[src/rtl/i2cm_pkg.sv]
package i2cm_pkg;

    typedef enum logic [3:0] {
        ST_IDLE,
        ST_START,
        ST_BLO,
        ST_BHI,
        ST_ALO,
        ST_AHI,
        ST_HOLD,
        ST_P1,
        ST_P2
    } eng_state_e;

    localparam logic [1:0] RA_DATA = 2'd0;
    localparam logic [1:0] RA_STAT = 2'd1;
    localparam logic [1:0] RA_CTRL = 2'd2;
    localparam logic [1:0] RA_CLK  = 2'd3;

    localparam logic [7:0] CMD_START = 8'hF0;
    localparam logic [7:0] CMD_STOP  = 8'hD0;
    localparam logic [7:0] CMD_INIT  = 8'h00;

    typedef struct packed {
        logic       stat_wr;
        logic       start;
        logic       stop;
        logic       init;
        logic       data_wr;
        logic [7:0] data;
    } cmd_t;

    typedef struct packed {
        logic en;
        logic fast;
        logic noack;
    } cfg_t;

    typedef struct packed {
        logic       mst;
        logic       busy;
        logic       pend;
        logic       nack;
        logic [2:0] bitc;
        logic [7:0] shreg;
    } stat_t;

    function automatic logic pulls_scl(eng_state_e s);
        return (s == ST_BLO) || (s == ST_ALO) || (s == ST_HOLD) || (s == ST_P1);
    endfunction

    function automatic logic [7:0] status_byte(stat_t s);
        return {s.mst, 1'b0, s.busy, s.pend, 3'b000, s.nack};
    endfunction

endpackage

[src/rtl/i2cm_halfbit.sv]
module i2cm_halfbit #(
    parameter int STD_HALF  = 250,
    parameter int FAST_HALF = 63
) (
    input  logic clk,
    input  logic rst,
    input  logic run,
    input  logic fast,
    output logic tick
);
    localparam int MAXH = (STD_HALF > FAST_HALF) ? STD_HALF : FAST_HALF;
    localparam int CW   = $clog2(MAXH + 1);

    logic [CW-1:0] cnt;
    logic [CW-1:0] lim;

    assign lim  = fast ? CW'(FAST_HALF - 1) : CW'(STD_HALF - 1);
    assign tick = run && (cnt == '0);

    always_ff @(posedge clk) begin
        if (rst || !run) begin
            cnt <= lim;
        end else if (cnt == '0) begin
            cnt <= lim;
        end else begin
            cnt <= cnt - 1'b1;
        end
    end


    idle_no_tick_chk: assert property (@(posedge clk) disable iff (rst)
        !run |=> !tick);

endmodule

[src/rtl/i2cm_regfile.sv]
module i2cm_regfile
    import i2cm_pkg::*;
(
    input  logic       clk,
    input  logic       rst,
    input  logic       wr_en,
    input  logic [1:0] wr_addr,
    input  logic [7:0] wr_data,
    input  logic [1:0] rd_addr,
    input  stat_t      st,
    output cmd_t       cmd,
    output cfg_t       cfg,
    output logic [7:0] rd_data
);
    always_ff @(posedge clk) begin
        if (rst) begin
            cfg <= '0;
        end else if (wr_en) begin
            if (wr_addr == RA_CTRL) begin
                cfg.en <= wr_data[3];
            end
            if (wr_addr == RA_CLK) begin
                cfg.fast  <= wr_data[0];
                cfg.noack <= wr_data[1];
            end
        end
    end

    always_comb begin
        cmd.stat_wr = wr_en && (wr_addr == RA_STAT);
        cmd.start   = cmd.stat_wr && (wr_data == CMD_START);
        cmd.stop    = cmd.stat_wr && (wr_data == CMD_STOP);
        cmd.init    = cmd.stat_wr && (wr_data == CMD_INIT);
        cmd.data_wr = wr_en && (wr_addr == RA_DATA);
        cmd.data    = wr_data;
    end

    always_comb begin
        unique case (rd_addr)
            RA_DATA: rd_data = st.shreg;
            RA_STAT: rd_data = status_byte(st);
            RA_CTRL: rd_data = {4'b0000, cfg.en, st.bitc};
            default: rd_data = {6'b000000, cfg.noack, cfg.fast};
        endcase
    end


    cfg_hold_chk: assert property (@(posedge clk) disable iff (rst)
        !wr_en |=> $stable(cfg));

endmodule

[src/rtl/i2cm_engine.sv]
module i2cm_engine
    import i2cm_pkg::*;
#(
    parameter int SYNC_STAGES = 2
) (
    input  logic clk,
    input  logic rst,
    input  cmd_t cmd,
    input  cfg_t cfg,
    input  logic tick,
    input  logic sda_in,
    output logic run,
    output logic scl_drive_low,
    output logic sda_drive_low,
    output stat_t st
);
    eng_state_e              state;
    logic [7:0]              shreg;
    logic [2:0]              bitc;
    logic                    nack;
    logic                    pend;
    logic                    mst;
    logic [SYNC_STAGES-1:0]  sync;
    logic                    sda_s;

    assign sda_s = sync[SYNC_STAGES-1];
    assign run   = (state != ST_IDLE) && (state != ST_HOLD);

    always_ff @(posedge clk) begin
        if (rst) begin
            sync <= '1;
        end else begin
            sync <= {sync[SYNC_STAGES-2:0], sda_in};
        end
    end

    always_ff @(posedge clk) begin
        if (rst) begin
            state <= ST_IDLE;
            shreg <= '0;
            bitc  <= '0;
            nack  <= 1'b0;
            pend  <= 1'b0;
            mst   <= 1'b0;
        end else begin
            if (cmd.stat_wr) begin
                pend <= 1'b0;
            end
            unique case (state)
                ST_IDLE: begin
                    if (cmd.data_wr) begin
                        shreg <= cmd.data;
                    end
                    if (cmd.init) begin
                        mst <= 1'b0;
                    end else if (cmd.start && cfg.en) begin
                        state <= ST_START;
                        mst   <= 1'b1;
                        bitc  <= '0;
                    end
                end
                ST_START: if (tick) state <= ST_BLO;
                ST_BLO:   if (tick) state <= ST_BHI;
                ST_BHI: begin
                    if (tick) begin
                        shreg <= {shreg[6:0], shreg[7]};
                        bitc  <= bitc + 3'd1;
                        if (bitc == 3'd7) begin
                            if (cfg.noack) begin
                                state <= ST_HOLD;
                                pend  <= 1'b1;
                            end else begin
                                state <= ST_ALO;
                            end
                        end else begin
                            state <= ST_BLO;
                        end
                    end
                end
                ST_ALO: if (tick) state <= ST_AHI;
                ST_AHI: begin
                    if (tick) begin
                        nack  <= sda_s;
                        pend  <= 1'b1;
                        state <= ST_HOLD;
                    end
                end
                ST_HOLD: begin
                    if (cmd.stop) begin
                        state <= ST_P1;
                    end else if (cmd.data_wr) begin
                        shreg <= cmd.data;
                        pend  <= 1'b0;
                        state <= ST_BLO;
                    end
                end
                ST_P1:   if (tick) state <= ST_P2;
                ST_P2:   if (tick) state <= ST_IDLE;
                default: state <= ST_IDLE;
            endcase
        end
    end

    always_comb begin
        unique case (state)
            ST_START, ST_P1, ST_P2: sda_drive_low = 1'b1;
            ST_BLO, ST_BHI:         sda_drive_low = ~shreg[7];
            default:                sda_drive_low = 1'b0;
        endcase
    end

    assign scl_drive_low = pulls_scl(state);

    always_comb begin
        st.mst   = mst;
        st.busy  = (state != ST_IDLE);
        st.pend  = pend;
        st.nack  = nack;
        st.bitc  = bitc;
        st.shreg = shreg;
    end


    hold_bitc_zero_chk: assert property (@(posedge clk) disable iff (rst)
        (state == ST_HOLD) |-> (bitc == 3'd0));


    bit_steady_chk: assert property (@(posedge clk) disable iff (rst)
        (state == ST_BHI && $past(state) == ST_BHI) |-> $stable(sda_drive_low));


    pend_on_clock_chk: assert property (@(posedge clk) disable iff (rst)
        $rose(pend) |-> $past(tick));


    start_needs_en_chk: assert property (@(posedge clk) disable iff (rst)
        $rose(mst) |-> $past(cfg.en));

endmodule

[src/rtl/i2cm_tx_top.sv]
module i2cm_tx_top
    import i2cm_pkg::*;
#(
    parameter int STD_HALF    = 250,
    parameter int FAST_HALF   = 63,
    parameter int SYNC_STAGES = 2
) (
    input  logic       clk,
    input  logic       rst,
    input  logic       wr_en,
    input  logic [1:0] wr_addr,
    input  logic [7:0] wr_data,
    input  logic [1:0] rd_addr,
    output logic [7:0] rd_data,
    input  logic       sda_in,
    output logic       scl_drive_low,
    output logic       sda_drive_low,
    output logic       irq
);
    cmd_t  cmd;
    cfg_t  cfg;
    stat_t st;
    logic  run;
    logic  tick;

    i2cm_regfile u_regs (
        .clk     (clk),
        .rst     (rst),
        .wr_en   (wr_en),
        .wr_addr (wr_addr),
        .wr_data (wr_data),
        .rd_addr (rd_addr),
        .st      (st),
        .cmd     (cmd),
        .cfg     (cfg),
        .rd_data (rd_data)
    );

    i2cm_halfbit #(
        .STD_HALF  (STD_HALF),
        .FAST_HALF (FAST_HALF)
    ) u_div (
        .clk  (clk),
        .rst  (rst),
        .run  (run),
        .fast (cfg.fast),
        .tick (tick)
    );

    i2cm_engine #(
        .SYNC_STAGES (SYNC_STAGES)
    ) u_eng (
        .clk           (clk),
        .rst           (rst),
        .cmd           (cmd),
        .cfg           (cfg),
        .tick          (tick),
        .sda_in        (sda_in),
        .run           (run),
        .scl_drive_low (scl_drive_low),
        .sda_drive_low (sda_drive_low),
        .st            (st)
    );

    assign irq = st.pend;

endmodule

[config.mk]
export PLATFORM = sky130hd
export DESIGN_NAME = i2cm_tx_top
export DESIGN_NICKNAME = d
export VERILOG_FILES = /design/src/rtl/i2cm_pkg.sv /design/src/rtl/i2cm_halfbit.sv /design/src/rtl/i2cm_regfile.sv /design/src/rtl/i2cm_engine.sv /design/src/rtl/i2cm_tx_top.sv
export SDC_FILE = /design/constraint.sdc
export NUM_CORES = 1
export LEC_CHECK = 0
export BUFFER_PORTS_ARGS = -buffer_cell sky130_fd_sc_hd__buf_4
export CORE_MARGIN = 10
export CORE_UTILIZATION = 45
export DETAILED_ROUTE_END_ITERATION = 8
export PLACE_DENSITY = 0.76
export SLEW_MARGIN = 40
export SYNTH_ARGS = -nofsm -noshare
export SYNTH_HDL_FRONTEND = slang
export SYNTH_SLANG_ARGS = --single-unit
[constraint.sdc]
create_clock -name clk -period 3.8 [get_ports clk]
set_input_delay 0.95 -clock clk [delete_from_list [all_inputs] [get_ports clk]]
set_output_delay 0.95 -clock clk [all_outputs]
set_load 0.02 [all_outputs]
# Yosys cells after proc, flatten, opt, wreduce, memory -nomap -nowiden
# Index checks and enable logic that the tools add are counted.
dict set report word_totals {
  reg_bits 31
  inputBits 16
  output_inout_bits 11
  word_cells 110
}
dict set report classes {
  n_addsub 2
  eq_ne 28
  mux 37
  n_bitwise 1
  reduce_logical 31
}
# operator count
set op_table {}
lappend op_table {{2-to-1 mux 8 bit} 6}
lappend op_table {{one-hot mux 8 bit (3 select lines)} 2}
lappend op_table {{2-to-1 mux 4 bit} 11}
lappend op_table {{one-hot mux 4 bit (9 select lines)} 1}
lappend op_table {{inequality test 2 bit, second input constant} 9}
lappend op_table {{== test 4 x 3 -> 1 bit, second input constant} 4}
lappend op_table {{== test 8 bit, second input constant} 2}
lappend op_table {{zero test 8 bit} 2}
lappend op_table {{2-to-1 mux 3 bit} 4}
lappend op_table {{AND reduction 10 bit} 1}
lappend op_table {{2-to-1 mux 1 bit} 9}
lappend op_table {{== test 4 x 2 -> 1 bit, second input constant} 2}
lappend op_table {{logical AND 1 bit} 8}
lappend op_table {{AND reduction 2 bit} 4}
lappend op_table {{subtractor 8 x 1 -> 8 bit, second input constant} 1}
lappend op_table {{== test 2 bit, second input constant} 3}
lappend op_table {{one-hot mux 3 bit (2 select lines)} 1}
lappend op_table {{== test 2 x 1 -> 1 bit, second input constant} 2}
lappend op_table {{== test 4 x 1 -> 1 bit, second input constant} 1}
lappend op_table {{== test 4 bit, second input constant} 1}
lappend op_table {{zero test 2 bit} 2}
lappend op_table {{zero test 4 bit} 1}
lappend op_table {{logical OR 1 bit} 4}
lappend op_table {{inequality test 4 x 3 -> 1 bit, second input constant} 1}
lappend op_table {{16 further kinds} 17}

# Depth between registers and ports, before layout
# Gate-level depths: netlist of run 1.
dict set report depth {
  ltp_word 7
  mapped_depth 9
  ltp_nobuf 6
}

# Hierarchy
# From an unflattened synthesis of run 1, not the netlist that was laid out.
dict set report hier_totals {
  hier_cells 223
  area_unflattened_um2 2008.2
}
# mod instances cells_each area_each_um2 seq_area_each_um2
set by_module_without_submodules {}
lappend by_module_without_submodules {i2cm_engine 1 131 1166.1 400.4}
lappend by_module_without_submodules {i2cm_halfbit 1 43 445.4 160.2}
lappend by_module_without_submodules {i2cm_regfile 1 49 396.6 60.1}

# Least setup slack after synthesis of run 1
# OpenSTA, ideal clock, no wires.
dict set report synth_timing {
  path_kind {input port to output port}
  start {input port rd_addr[0]}
  end {output port rd_data[5]}
  arrival_ns 1.866
  required_ns 2.850
  slack_ns 0.984
  path_stages 3
  path_buffers 1
  path_cell_list {clkbuf_1 nor2_1 a211oi_1}
}
dict set report synth_between {
  elab_chain_len 2
  elab_cells_between_ends 4
  cone_classes {2 x eq/ne; 1 x mux; 1 x reduce/logical}
}
# element line
set synth_lines {}
lappend synth_lines {{from (decl)} i2cm_tx_top.sv:13} ;# input logic [1:0] rd_addr,
lappend synth_lines {{== test 2 bit, or another cell as far along} i2cm_regfile.sv:39} ;# unique case (rd_addr)
lappend synth_lines {{one-hot mux 8 bit (3 select lines) (*)} i2cm_regfile.sv:39}
lappend synth_lines {{to (decl)} i2cm_tx_top.sv:14} ;# output logic [7:0] rd_data,
# Every way passes the cells marked *; elsewhere a longest branch is shown, timed or not.

# Worst setup path after layout of run 1
dict set report layout_timing {
  start {register u_eng.state[0]}
  end {output port rd_data[5]}
}
dict set report layout_between {
  elab_chain_len 2
}
# element line
set layout_lines {}
lappend layout_lines {{from (decl)} i2cm_engine.sv:17} ;# eng_state_e state;
lappend layout_lines {{from (signal assigned)} i2cm_engine.sv:39} ;# state <= ST_IDLE;
lappend layout_lines {{from (signal assigned)} i2cm_engine.sv:57} ;# state <= ST_START;
lappend layout_lines {{from (signal assigned)} i2cm_engine.sv:62} ;# ST_START: if (tick) state <= ST_BLO;
lappend layout_lines {{nonzero test 4 bit} i2cm_engine.sv:116} ;# st.busy = (state != ST_IDLE);
lappend layout_lines {{one-hot mux 8 bit (3 select lines)} i2cm_regfile.sv:39}
# Every way passes these cells.

==> reports/results.tsv, run 1 <==
metric	value	unit
core box area	3771	um2
Seq/Total Area, Yosys	0.3447	
Worst Path Arrival	1.78	ns
compound-cell area share of the yosys netlist	0.1661	
num ports	27	
Fin Clk Skew	0.004036	ns
Startpoint Class	flip-flop	
maximum vdd ir drop	0.1832	mV
Synth Area in XOR/XNOR	0.02919	
Critical Path Fanout Max	14	
number of global-route vias before repair	1473	
initial antenna violation count	0	
Num CTS Buffers	5	
CTS root buffer	clkbuf_8	
antenna cells	0	
top cell type's share of synthesized area	0.3447	
status	finished, final reports clean	
nets	241	
Post-Route Setup TNS	0	ns
die area	6931	um2
Placer Congestion	0.8596	
Setup-failing EPs final	0	
die height	83.26	um
Least-Margin Pin Slew	0.7955	ns
cell area after synthesis	1800	um2
drt total wl	4.021	mm
clk slew on worst S/H paths	0.06	ns
Cell Rows	22	
post-synthesis adder-cell area fraction	0.02780	
Max Slew Vio Count	0	
Initial DRC Count	181	
Initial Util	0.4774	
largest family of logic cells by synthesized area	simple AND/OR/NAND/NOR gates	
Sequential Area	620.6	um2
final HPWL from detailed placement	3.075	mm
post-route minimum period	2.733	ns
Post-Synth Simple-Gate Area	0.2592	
final worst-path cycle share	0.7193	
DRC viols	0	
Lkg Pwr	0.7852	nW
placed inst area	1981	um2
drt pass-1 iters	4	
CP required	2.85	ns
Post-synth EDFFs	0	
hold_ws	0.4078	ns
Design Power	0.7789	mW
ANT nets after route	0	
area grow syn2layout	14.87	%
Max Cap Viol	0	
post-route insts no fill	269	
top cells by area, synth	dfxtp_1, mux2i_1, nor2_1, a211oi_1, nand2_1	
post-CTS resize count	0	
Total GRT Usage	0.1184	
Final Hold Vio Count	0	
Longest Clk Path Bufs	2	
mux cell area share after synthesis	0.1188	
Power Density	376.6	nW/um2
postcts setup bufs	0	
CTS tree	done	
grt ovf	0	
FMAX	365.9	MHz
Yosys warning count	0	
Setup crit end kind	output port	
layout cells sized above 1	0.2172	
clk_lat worst skew	0.29	ns
H-tree depth	2	
Slew headroom	0.4689	
Async SR Flop Fraction	0	
drt wl/cell	14.95	um
Multi-input gate area	1082	um2
RSZ-0062 raised after global routing	false	
post-synth cell types	53	
first-pass GRT wire length	6.962	mm
DIE WIDTH	83.26	um
Design Area, Final	2068	um2
pin count of the biggest net entering global routing	26	
Avg Cell Area, Syn	9.002	um2
placed cell count	262	
Cells after Synth	200	
Vias	1511	
Yosys top cell by area	dfxtp_1	
FILL cells	355	
ys flop type	dfxtp_1	
post-synthesis net count	220	
flops & latches, synth	31	
Clock Sink Count	31	
Worst Hold Class	flip-flop to flip-flop	
critical path class	flip-flop to output port	
port bufs	26	
hold buffer count at CTS	0	
vias per cell	5.617	
-- cell type report --
class                           count  share of cell area
Inverter                            6             0.01089
Multi-Input combinational cell    151              0.5233
Tap cell                           48             0.02904
Clock inverter                      1            0.002420
Sequential cell                    31              0.3001
Clock buffer                        6             0.03993
Timing Repair Buffer               26             0.09437
-- placed cells by master (no fill, tap or decap), types with 2 or more instances in the layout --
cell type and n:
nor2_1 31, dfxtp_1 31, buf_4 26, mux2i_1 18
nand2_1 14, a21oi_1 9, a211oi_1 8, inv_1 6
clkbuf_8 6, xnor2_1 5, nor3_1 4, nand3_1 4
ha_1 4, a22oi_1 3, nand3b_1 3, o21ai_0 3
nor4_1 2, nor4_4 2, nor2b_1 2, or2_2 2
a211oi_2 2, nand4b_1 2, and2_1 2, o21bai_1 2
a31oi_1 2, nor3b_1 2
-- worst paths after layout --
| path | startpoint | to | slack, ns | cells after the start |
|---|---|---|---|---|
| worst max-delay path | u_eng.state[0]$_SDFFE_PP0P_ | rd_data[5] | 1.07 | 3 |
| worst min-delay path | u_eng.sync[0]$_SDFF_PP1_ | u_eng.sync[1]$_SDFF_PP1_ | 0.41 | 1 |
| worst max register to register | u_eng.state[0]$_SDFFE_PP0P_ | u_eng.shreg[4]$_SDFFE_PP0P_ | 1.29 | 5 |
| worst min register to register | u_eng.sync[0]$_SDFF_PP1_ | u_eng.sync[1]$_SDFF_PP1_ | 0.41 | 1 |
-- layer usage --
layer | vias to the layer above | track usage | wire (um)
met3 | 7 | 0.04590 | 238
met2 | 46 | 0.1872 | 1856
met4 | 0 | 0.04154 | 54
li1 | 761 | - | -
met1 | 697 | 0.1414 | 1872
met5 | - | 0 | 0
-- cells in the mapped netlist, types with 2 or more instances --
master	number
dfxtp_1	31
nor2_1	31
mux2i_1	18
nand2_1	14
a21oi_1	9
a211oi_1	8
clkbuf_1	8
inv_1	6
xnor2_1	5
ha_1	4
nand3_1	4
nor3_1	4
a22oi_1	3
nand3b_1	3
o21ai_0	3
a211oi_2	2
a31oi_1	2
and2_1	2
buf_6	2
nand4b_1	2
nor2b_1	2
nor3b_1	2
nor4_1	2
nor4_4	2
o21bai_1	2
or2_2	2
-- report_power, final --
part	internal [mW]	switching (mW)	total [mW]
logic	0.0692	0.0829	0.152
clock network	0.142	0.116	0.257
registers	0.343	0.0262	0.369
total	0.554	0.225	0.779
-- kinds of logic after synthesis --
logic type | Yosys count
mux | 20
xor+xnor | 6
fa+ha+maj | 4
compound gates | 40
flops | 31
buf+inv | 18
simple gates | 81
-- state kept, by name, summed over array words and instances, names as in the netlist --
register,flops
u_div.cnt,8
u_eng.shreg,8
u_eng.state,4
u_eng.bitc,3
u_regs.cfg,3
u_eng.sync,2
u_eng.mst,1
u_eng.nack,1
u_eng.pend,1
-- worst max-delay path: stages (launching register included) --
cell	delay (ns)
dfxtp_1	0.45
nor4_1	0.68
a211oi_1	0.18
buf_4	0.19
-- stage by stage --
stage | utilization | setup slack [ns]
floorplan | - | 0.9843
detailed placement | 0.5252 | 1.076
global placement | 0.5252 | 1.086
global route | 0.5484 | 1.038
CTS | 0.5484 | 1.076
finish | 0.5484 | 1.067
No activity file was read; power rests on OpenSTA's default activity.
==> run 2, diff against run 1 <==
Settings changed: PLACE_DENSITY 0.76 to 0.79.
Clock period 3.8 ns to 2.4 ns, I/O delays scaled along.
==> run 2 against run 1 <==
Effect of this change: sequential share of layout area shrank 0.20 points; first-iteration DRC count shrank 43%; final cell count is 0.37% higher; design area up 0.67%; critical path type unchanged; power grew 60%; worst hold slack improved by 0.0077 ns; global-route usage down 0.30 points; combinational power grew 62%; critical path depth up 1; highest routed layer unchanged; worst setup slack lost 0.84 ns.
==> reports/results.tsv, run 2 (synthesis results as in run 1) <==
metric	value	unit
Worst setup startpoint	u_eng.state[2]$_SDFFE_PP0P_	
hold_ws	0.4155	ns
Setup-failing EPs final	0	
FMAX	460.6	MHz
CP required	1.80	ns
die height	83.26	um
final HPWL from detailed placement	3.122	mm
Top Registers	u_div.cnt x8, u_eng.shreg x8, u_eng.state x4	
Worst Setup EP	sda_drive_low	
Worst Hold Class	flip-flop to flip-flop	
maximum vdd ir drop	0.3906	mV
num ports	27	
Cell Rows	22	
ANT nets after route	0	
Slew headroom	0.6307	
post-route minimum period	2.171	ns
Lkg Pwr	0.7922	nW
cell chain of the critical path	and2b_1, a22oi_1, o21ai_0, buf_4	
port bufs	26	
FF-to-FF End	u_eng.shreg[0]$_SDFFE_PP0P_	
core box area	3771	um2
Power Density	599.3	nW/um2
leading cell types in the layout, fill and taps excluded	nor2_1, dfxtp_1, buf_4, mux2i_1, nand2_1	
layout cells sized above 1	0.2252	
Num CTS Buffers	5	
Max Cap Viol	0	
Longest Clk Path Bufs	2	
placed cell count	263	
Placer Congestion	0.8445	
initial antenna violation count	0	
post-route insts no fill	270	
grt ovf	0	
status	finished, final reports clean	
CTS root buffer	clkbuf_8	
met1 WL	1.962	mm
Crit-path slowest cell	dfxtp_1	
Fin Clk Skew	0.008163	ns
clk_lat worst skew	0.29	ns
clk slew on worst S/H paths	0.07	ns
RSZ-0062 raised after global routing	false	
Crit path depth	4	
die area	6931	um2
DRC viols	0	
reg2reg start	u_eng.state[0]$_SDFFE_PP0P_	
DIE WIDTH	83.26	um
first-pass GRT wire length	6.810	mm
final worst-path cycle share	0.9046	
Initial Util	0.4774	
Vias	1513	
CP delay by family, top	flip-flops	
CTS tree	done	
met3 routed WL	224	um
H-tree depth	2	
Max Slew Vio Count	0	
drt total wl	4.198	mm
drt pass-1 iters	4	
Worst Path Arrival	1.57	ns
r2r worst-path depth	5	
Final Hold Vio Count	0	
Reg2Reg Setup Slack	0.38	ns
Clock Sink Count	31	
Buffers & Inverters on Critical Path	1	
Setup crit end kind	output port	
slowest stage delay, CP	0.55	ns
critical path class	flip-flop to output port	
nets	242	
pin count of the biggest net entering global routing	26	
Total GRT Usage	0.1154	
drt wl/cell	15.55	um
metal2 WL	1.953	mm
area grow syn2layout	15.64	%
hold buffer count at CTS	0	
Top Metal Used	met4	
vias per cell	5.604	
Least-Margin Pin Slew	0.5515	ns
Initial DRC Count	104	
number of global-route vias before repair	1454	
Critical Path Fanout Max	9	
Startpoint Class	flip-flop	
antenna cells	0	
Post-Route Setup TNS	0	ns
## run 2: changes by cell type in the layout (fill, tap and decap cells not counted)
cell / change
buf_4: +1
nor4_1: -1
nor4_2: +1
## run 2: worst min-delay path by stage
stage                              from                        to  slack, ns  cells past startpoint
2_1_floorplan  u_eng.sync[0]$_SDFF_PP1_  u_eng.sync[1]$_SDFF_PP1_       0.39                      1
3_3_place_gp   u_eng.sync[0]$_SDFF_PP1_  u_eng.sync[1]$_SDFF_PP1_       0.39                      1
3_5_place_dp   u_eng.sync[0]$_SDFF_PP1_  u_eng.sync[1]$_SDFF_PP1_       0.40                      1
4_1_cts        u_eng.sync[0]$_SDFF_PP1_  u_eng.sync[1]$_SDFF_PP1_       0.42                      1
5_1_grt        u_eng.sync[0]$_SDFF_PP1_  u_eng.sync[1]$_SDFF_PP1_       0.43                      1
6_report       u_eng.sync[0]$_SDFF_PP1_  u_eng.sync[1]$_SDFF_PP1_       0.42                      1
## run 2: metal layers
layer,vias to the layer above,GRT usage
li1,767,-
met1,699,0.1413
met2,38,0.1809
met5,-,0
met4,0,0.03538
met3,9,0.04395
## run 2: report_power, final
| part | switching [mW] | internal (mW) | total [mW] | leakage, nW |
|---|---|---|---|---|
| registers | 0.0441 | 0.543 | 0.587 | 0.252 |
| logic | 0.134 | 0.112 | 0.247 | 0.493 |
| clock network | 0.189 | 0.224 | 0.414 | 0.0470 |
## run 2: timing repair
item                       in CTS  in global routing
setup endpoints to repair       0                  1
setup buffers                   0                  0
resized for setup               0                  1
## run 2: cell type report
type	count	area, um2
sequential	31	620.6
clock inverter	1	5.005
fill	338	1689
inverter	6	22.52
timing repair buffer	27	202.7
tap	48	60.06
multi-input combinational	151	1089
clock buffer	6	82.58
## run 2: worst register-to-register path, cell delays in order (launching register included)
cell,delay [ns]
dfxtp_1,0.60
nor4bb_4,0.38
and4_1,0.36
o21bai_4,0.28
nor2_1,0.08
a211oi_1,0.23
## run 2: stage by stage
stage | util | total power [mW] | setup slack [ns] | instance area (um2)
final | 0.5521 | 1.248 | 0.2291 | 2082
after global routing | 0.5521 | 1.304 | 0.1187 | 2082
after CTS | 0.5504 | 1.246 | 0.1332 | 2076
after detailed placement | 0.5272 | 0.8380 | 0.1284 | 1988
after global placement | 0.5272 | 0.8346 | 0.1668 | 1988
after floorplan | - | 0.7637 | 0.2843 | 1800
